$ cat src/rtl/irqc_regport_pkg.sv
package irqc_regport_pkg;
   typedef enum logic [1:0] {
      PH_RUN   = 2'd0,
      PH_BASE  = 2'd1,
      PH_CASC  = 2'd2,
      PH_EXTRA = 2'd3
   } seq_phase_e;

   localparam int unsigned START_BIT   = 4;
   localparam int unsigned CTRL_BIT    = 3;
   localparam int unsigned POLL_BIT    = 2;
   localparam int unsigned SEL_EN_BIT  = 1;
   localparam int unsigned SMM_EN_BIT  = 6;
   localparam int unsigned SMM_VAL_BIT = 5;
   localparam int unsigned NEST_BIT    = 4;
   localparam int unsigned AEOI_BIT    = 1;

   localparam logic [2:0] OP_ROT_CLR = 3'd0;
   localparam logic [2:0] OP_NOP     = 3'd2;
   localparam logic [2:0] OP_ROT_SET = 3'd4;
endpackage

$ cat src/rtl/irqc_init_seq.sv
module irqc_init_seq
   import irqc_regport_pkg::*;
#(
   parameter int unsigned DW = 8,
   parameter int unsigned LW = 3
) (
   input  logic          clk,
   input  logic          rst_n,
   input  logic          init_hit,
   input  logic          wr1,
   input  logic [DW-1:0] wdata,
   output seq_phase_e    phase,
   output logic [DW-1:0] imr,
   output logic [DW-1:0] vec_base,
   output logic          nested_mode,
   output logic          auto_eoi,
   output logic          init_pulse
);
   localparam logic [DW-1:0] BASE_MASK = {DW{1'b1}} << LW;

   logic need_extra;

   always_ff @(posedge clk) begin
      if (!rst_n) begin
         phase       <= PH_RUN;
         need_extra  <= 1'b0;
         imr         <= '0;
         vec_base    <= '0;
         nested_mode <= 1'b0;
         auto_eoi    <= 1'b0;
         init_pulse  <= 1'b0;
      end else begin
         init_pulse <= init_hit;
         if (init_hit) begin
            phase       <= PH_BASE;
            need_extra  <= wdata[0];
            imr         <= '0;
            vec_base    <= '0;
            nested_mode <= 1'b0;
            auto_eoi    <= 1'b0;
         end else if (wr1) begin
            case (phase)
               PH_RUN:  imr <= wdata;
               PH_BASE: begin
                  vec_base <= wdata & BASE_MASK;
                  phase    <= PH_CASC;
               end
               PH_CASC: phase <= need_extra ? PH_EXTRA : PH_RUN;
               default: begin
                  nested_mode <= wdata[NEST_BIT];
                  auto_eoi    <= wdata[AEOI_BIT];
                  phase       <= PH_RUN;
               end
            endcase
         end
      end
   end

   assert_base_step_R3: assert property (@(posedge clk) disable iff (!rst_n)
      (wr1 && !init_hit && phase == PH_BASE) |=> (phase == PH_CASC && vec_base[LW-1:0] == '0));
   assert_extra_exit_R4: assert property (@(posedge clk) disable iff (!rst_n)
      (wr1 && !init_hit && phase == PH_EXTRA) |=> (phase == PH_RUN));
   assert_imr_hold_R5: assert property (@(posedge clk) disable iff (!rst_n)
      (!init_hit && !(wr1 && phase == PH_RUN)) |=> $stable(imr));
   assert_pulse_src_R10: assert property (@(posedge clk) disable iff (!rst_n)
      init_pulse |-> $past(init_hit));
endmodule

$ cat src/rtl/irqc_cmd_dec.sv
module irqc_cmd_dec
   import irqc_regport_pkg::*;
#(
   parameter int unsigned DW = 8,
   parameter int unsigned LW = 3
) (
   input  logic          clk,
   input  logic          rst_n,
   input  logic          init_hit,
   input  logic          wr0,
   input  logic          rd_en,
   input  logic [DW-1:0] wdata,
   output logic          poll_armed,
   output logic          read_isr,
   output logic          spec_mask,
   output logic          rot_aeoi,
   output logic          cmd_stb,
   output logic [2:0]    cmd_op,
   output logic [LW-1:0] cmd_line
);
   logic [2:0] op;
   assign op = wdata[DW-1 -: 3];

   always_ff @(posedge clk) begin
      if (!rst_n) begin
         poll_armed <= 1'b0;
         read_isr   <= 1'b0;
         spec_mask  <= 1'b0;
         rot_aeoi   <= 1'b0;
         cmd_stb    <= 1'b0;
         cmd_op     <= '0;
         cmd_line   <= '0;
      end else begin
         cmd_stb <= 1'b0;
         if (rd_en) poll_armed <= 1'b0;
         if (init_hit) begin
            poll_armed <= 1'b0;
            read_isr   <= 1'b0;
            spec_mask  <= 1'b0;
            rot_aeoi   <= 1'b0;
         end else if (wr0) begin
            if (wdata[CTRL_BIT]) begin
               if (wdata[POLL_BIT])   poll_armed <= 1'b1;
               if (wdata[SEL_EN_BIT]) read_isr   <= wdata[0];
               if (wdata[SMM_EN_BIT]) spec_mask  <= wdata[SMM_VAL_BIT];
            end else begin
               case (op)
                  OP_ROT_CLR, OP_ROT_SET: rot_aeoi <= wdata[DW-1];
                  OP_NOP: ;
                  default: begin
                     cmd_stb  <= 1'b1;
                     cmd_op   <= op;
                     cmd_line <= wdata[LW-1:0];
                  end
               endcase
            end
         end
      end
   end

   assert_stb_src_R7: assert property (@(posedge clk) disable iff (!rst_n)
      cmd_stb |-> $past(wr0));
   assert_poll_drop_R9: assert property (@(posedge clk) disable iff (!rst_n)
      (rd_en && !wr0 && !init_hit) |=> !poll_armed);
endmodule

$ cat src/rtl/irqc_rd_mux.sv
module irqc_rd_mux #(
   parameter int unsigned DW         = 8,
   parameter int unsigned LW         = 3,
   parameter bit          RDATA_HOLD = 1'b1
) (
   input  logic          clk,
   input  logic          rst_n,
   input  logic          rd_en,
   input  logic          addr,
   input  logic          poll_armed,
   input  logic          read_isr,
   input  logic [DW-1:0] core_irr,
   input  logic [DW-1:0] core_isr,
   input  logic [DW-1:0] imr,
   input  logic          best_vld,
   input  logic [LW-1:0] best_line,
   output logic [DW-1:0] rdata,
   output logic          poll_clr_stb,
   output logic [LW-1:0] poll_clr_line
);
   localparam logic [DW-1:0] IDLE_CODE = DW'((1 << LW) - 1);

   logic [DW-1:0] nxt;

   always_comb begin
      if (poll_armed)    nxt = best_vld ? DW'(best_line) : IDLE_CODE;
      else if (addr)     nxt = imr;
      else if (read_isr) nxt = core_isr;
      else               nxt = core_irr;
   end

   generate
      if (RDATA_HOLD) begin : g_hold
         always_ff @(posedge clk) begin
            if (!rst_n)     rdata <= '0;
            else if (rd_en) rdata <= nxt;
         end
         assert_hold_R8: assert property (@(posedge clk) disable iff (!rst_n)
            !rd_en |=> $stable(rdata));
      end else begin : g_zero
         always_ff @(posedge clk) begin
            if (!rst_n) rdata <= '0;
            else        rdata <= rd_en ? nxt : '0;
         end
      end
   endgenerate

   always_ff @(posedge clk) begin
      if (!rst_n) begin
         poll_clr_stb  <= 1'b0;
         poll_clr_line <= '0;
      end else begin
         poll_clr_stb  <= rd_en && poll_armed && best_vld;
         poll_clr_line <= best_line;
      end
   end

   assert_clr_src_R9: assert property (@(posedge clk) disable iff (!rst_n)
      poll_clr_stb |-> $past(rd_en && poll_armed && best_vld));
endmodule

$ cat src/rtl/irqc_regport.sv
module irqc_regport
   import irqc_regport_pkg::*;
#(
   parameter int unsigned DW         = 8,
   parameter int unsigned N_LINES    = 8,
   parameter bit          RDATA_HOLD = 1'b1
) (
   input  logic                       clk,
   input  logic                       rst_n,
   input  logic                       wr_en,
   input  logic                       rd_en,
   input  logic                       addr,
   input  logic [DW-1:0]              wdata,
   input  logic [DW-1:0]              core_irr,
   input  logic [DW-1:0]              core_isr,
   input  logic                       best_vld,
   input  logic [$clog2(N_LINES)-1:0] best_line,
   output logic [DW-1:0]              rdata,
   output logic [DW-1:0]              imr,
   output logic [DW-1:0]              vec_base,
   output logic [1:0]                 seq_phase,
   output logic                       nested_mode,
   output logic                       auto_eoi,
   output logic                       rot_aeoi,
   output logic                       spec_mask,
   output logic                       read_isr,
   output logic                       poll_armed,
   output logic                       init_pulse,
   output logic                       cmd_stb,
   output logic [2:0]                 cmd_op,
   output logic [$clog2(N_LINES)-1:0] cmd_line,
   output logic                       poll_clr_stb,
   output logic [$clog2(N_LINES)-1:0] poll_clr_line
);
   localparam int unsigned LW = $clog2(N_LINES);

   initial begin
      assert (DW == 8) else $error("irqc_regport: DW must be 8");
      assert (N_LINES == 8) else $error("irqc_regport: N_LINES must be 8");
   end

   logic       init_hit, wr0, wr1;
   seq_phase_e phase;

   assign init_hit  = wr_en && !addr && wdata[START_BIT];
   assign wr0       = wr_en && !addr && !wdata[START_BIT];
   assign wr1       = wr_en && addr;
   assign seq_phase = phase;

   irqc_init_seq #(.DW(DW), .LW(LW)) u_seq (
      .clk(clk), .rst_n(rst_n), .init_hit(init_hit), .wr1(wr1), .wdata(wdata),
      .phase(phase), .imr(imr), .vec_base(vec_base), .nested_mode(nested_mode),
      .auto_eoi(auto_eoi), .init_pulse(init_pulse)
   );

   irqc_cmd_dec #(.DW(DW), .LW(LW)) u_cmd (
      .clk(clk), .rst_n(rst_n), .init_hit(init_hit), .wr0(wr0), .rd_en(rd_en),
      .wdata(wdata), .poll_armed(poll_armed), .read_isr(read_isr),
      .spec_mask(spec_mask), .rot_aeoi(rot_aeoi), .cmd_stb(cmd_stb),
      .cmd_op(cmd_op), .cmd_line(cmd_line)
   );

   irqc_rd_mux #(.DW(DW), .LW(LW), .RDATA_HOLD(RDATA_HOLD)) u_rd (
      .clk(clk), .rst_n(rst_n), .rd_en(rd_en), .addr(addr),
      .poll_armed(poll_armed), .read_isr(read_isr), .core_irr(core_irr),
      .core_isr(core_isr), .imr(imr), .best_vld(best_vld), .best_line(best_line),
      .rdata(rdata), .poll_clr_stb(poll_clr_stb), .poll_clr_line(poll_clr_line)
   );

   assert_rw_exclusive_R8: assert property (@(posedge clk) disable iff (!rst_n)
      !(wr_en && rd_en));
   assert_start_word_R2: assert property (@(posedge clk) disable iff (!rst_n)
      init_hit |=> (seq_phase == 2'd1 && init_pulse && imr == '0 && !poll_armed));
endmodule

$ cat config.mk
export PLATFORM = sky130hd
export DESIGN_NAME = irqc_regport
export DESIGN_NICKNAME = d
export VERILOG_FILES = /design/src/rtl/irqc_regport_pkg.sv /design/src/rtl/irqc_init_seq.sv /design/src/rtl/irqc_cmd_dec.sv /design/src/rtl/irqc_rd_mux.sv /design/src/rtl/irqc_regport.sv
export SDC_FILE = /design/constraint.sdc
export NUM_CORES = 1
export LEC_CHECK = 0
export ABC_AREA = 1
export ABC_CLOCK_PERIOD_IN_PS = 1500
export BUFFER_PORTS_ARGS = -buffer_cell sky130_fd_sc_hd__buf_4
export CELL_PAD_IN_SITES_DETAIL_PLACEMENT = 0
export CELL_PAD_IN_SITES_GLOBAL_PLACEMENT = 1
export CORE_AREA = 2 2 83 85
export DETAILED_ROUTE_END_ITERATION = 6
export DIE_AREA = 0 0 85 87
export PLACE_DENSITY_LB_ADDON = 0.05
export SYNTH_ARGS = -nofsm -noshare
export SYNTH_HDL_FRONTEND = slang
export SYNTH_SLANG_ARGS = --single-unit
export TNS_END_PERCENT = 1
$ cat constraint.sdc
create_clock -name clk -period 1.5 [get_ports clk]
set_input_delay 0.225 -clock clk [delete_from_list [all_inputs] [get_ports clk]]
set_output_delay 0.225 -clock clk [all_outputs]
set_load 0.01 [all_outputs]
==> metrics.cfg <==
[synthesis]
seq_area_frac_synth = 0.441
synth-async-reset-ratio = 0
synth.cell_area_mm2 = 0.00191
post-synth-top-area-cell = dfxtp_1
syn_inst = 275
dominantRegCellSynth = dfxtp_1
synth_common_cells = 80 x nand2_1, 42 x dfxtp_1, 42 x nor2_1
yosysMostFrequentCell = nand2_1
ys_seq_elements = 42
yosysWarnings = 0
synth_top_area_share = 0.441
yosys-top-cells-area = dfxtp_1 44%, nand2_1 16%, nand3_1 8.4%
avgSynthCellArea_um2 = 6.93
yosysUniqueCellTypes = 22
synth_enable_flop_cells = 0

[floorplan]
ios = 77
die_y_um = 87
row_count = 30
die_area_mm2 = 0.00740
core_area_mm2 = 0.00657
die_w_um = 85
start_util = 0.290

[critical_path]
critPathRequiredTime_ns = 1.69
crit_path_start_kind = flip-flop
endpoint_kind = flip-flop
worstPathMaxFanout = 4
crit_type = reg -> reg
worstPathArrival_ns = 1.53

[global_route]
grt_max_degree = 18
grt_pass1_wl_mm = 8.94
grt_pass1_vias = 1776
overflow = 0
antenna_found_initial = 0
track_usage = 0.153

[timing]
hold_ws_ns = 0.116
tns_ns = 0
rsz0062_at_grt = false
report.final.hold_viol_count = 0
clock.fmax_ghz = 0.748
finalCriticalPeriod_ns = 1.34
slew_violations = 0
fin_crit_sh = 0.891
finClkSkew_ns = 0.00344
setup_viol = 0

[place]
routabilityCongestion = 0.792
dpl_cell_area_mm2 = 0.00252
hpwl_mm = 4.12
portBuffers = 73

[clocking]
cts_hold_buf = 0
cts_tree = built
cts-root-buf = clkbuf_8
cts_resized = 0
clockBufferDepth = 2
htree_num_levels = 2
clkLatencyLatePin_ns = 0.29
path_clk_slew_ns = 0.08
cts_sinks = 42
cts_buffers = 5
postCtsSetupBuffers = 0

[finish]
syn_to_final_growth_pct = 37.3
antenna_cells = 0
layout-drive-gt1-share = 0.263
final_net_count = 389
final.fill_count = 737
final_util = 0.398
final_cell_area_mm2 = 0.00262

[route]
route.detailed.drc = 0
routedWlPerCell_um = 12.2
antenna_left = 0
vias = 1903
highest_layer = met4
dr_wl_met3_um = 360
firstDrtPassIters = 4
drt_iter0_markers = 71
wl_met1_mm = 2.52
wl_mm = 5.30
viasPerCell = 4.39
dr_wl_met2_mm = 2.36

[power_and_ir_drop]
cellPowerDensity_mw_per_mm2 = 874
ir_worst_vdd_mv = 0.350
p_leak_nw = 1.26
total_power_w = 0.00229

[worst_hold_path]
hp-class = in -> reg

[run]
maxCapViolCount = 0

[status]
status = finished clean

[kinds of logic (layout without fill, tap and decap cells)]
logic type	after synthesis	count (layout)	share of synthesized area
buf+inv	34	110	0.0860
flops	42	42	0.441
simple gates	162	162	0.357
other cells	1	3	0.00197
fa+ha+maj	4	4	0.0263
compound gates	32	32	0.0880
[worst max-delay path, stage by stage, from the launching register on]
cell and delay, ns:
dfxtp_1 0.39, inv_1 0.10, ha_1 0.26, nor2_1 0.20
nor2_1 0.05, o21ai_0 0.18, inv_1 0.05
[worst paths after layout]
kind	endpoint	from	depth (start not counted)	slack [ns]
max reg2reg	u_seq.phase[0]	u_seq.phase[0]	6	0.16
min reg2reg	u_seq.nested_mode	u_seq.nested_mode	2	0.47
min	u_rd.poll_clr_line[1]	best_line[1]	3	0.12
max	u_seq.phase[0]	u_seq.phase[0]	6	0.16
[sequential cells by signal (all words and copies together) (netlist names), 2 cells and up]
name,cells
u_cmd.cmd_op,3
u_seq.phase,2
u_cmd.cmd_line,3
u_seq.imr,8
u_rd.rdata,8
u_seq.vec_base,5
u_rd.poll_clr_line,3
[metrics by stage]
stage	setup WS, ns	std cells
6_report	0.163	433
5_1_grt	0.0142	433
4_1_cts	0.157	433
3_5_place_dp	0.184	425
3_3_place_gp	0.247	425
2_1_floorplan	0.164	277
[where the power goes]
group          internal [W]  total, W  switching, W
registers           0.00115   0.00117     0.0000219
logic              0.000161  0.000354      0.000193
clock network      0.000372  0.000758      0.000387
[layout by cell type (no fill, tap or decap)]
master / Yosys / final
nand2_1: 80 / 80
buf_4: 4 / 78
nor2_1: 42 / 42
dfxtp_1: 42 / 42
nand3_1: 32 / 32
a21oi_1: 26 / 26
inv_1: 21 / 21
clkbuf_8: 0 / 6
ha_1: 4 / 4
nand2_2: 3 / 3
o21a_1: 3 / 3
conb_1: 1 / 3
inv_2: 2 / 2
nor2_2: 2 / 2
nor3_1: 2 / 2
o21ai_0: 2 / 2
o21ai_1: 1 / 1
nand3b_4: 1 / 1
clkinv_1: 1 / 1
clkbuf_1: 2 / 1
clkinv_2: 0 / 1
[area by class of cell]
class	count	area, µm²	share of cell area
clock inverter	1	5.00	0.00191
tap	80	100	0.0383
inverter	24	90.1	0.0344
clock buffer	7	86.3	0.0330
multi-input combinational	201	908	0.347
sequential	42	841	0.321
timing repair buffer	78	586	0.224
[metal layers]
layer | global-route usage | vias up
met5 | 0 | -
met4 | 0.0433 | 0
met3 | 0.0370 | 6
met2 | 0.232 | 54
met1 | 0.217 | 825
li1 | - | 1018
Power figures use the tool's default switching activity.
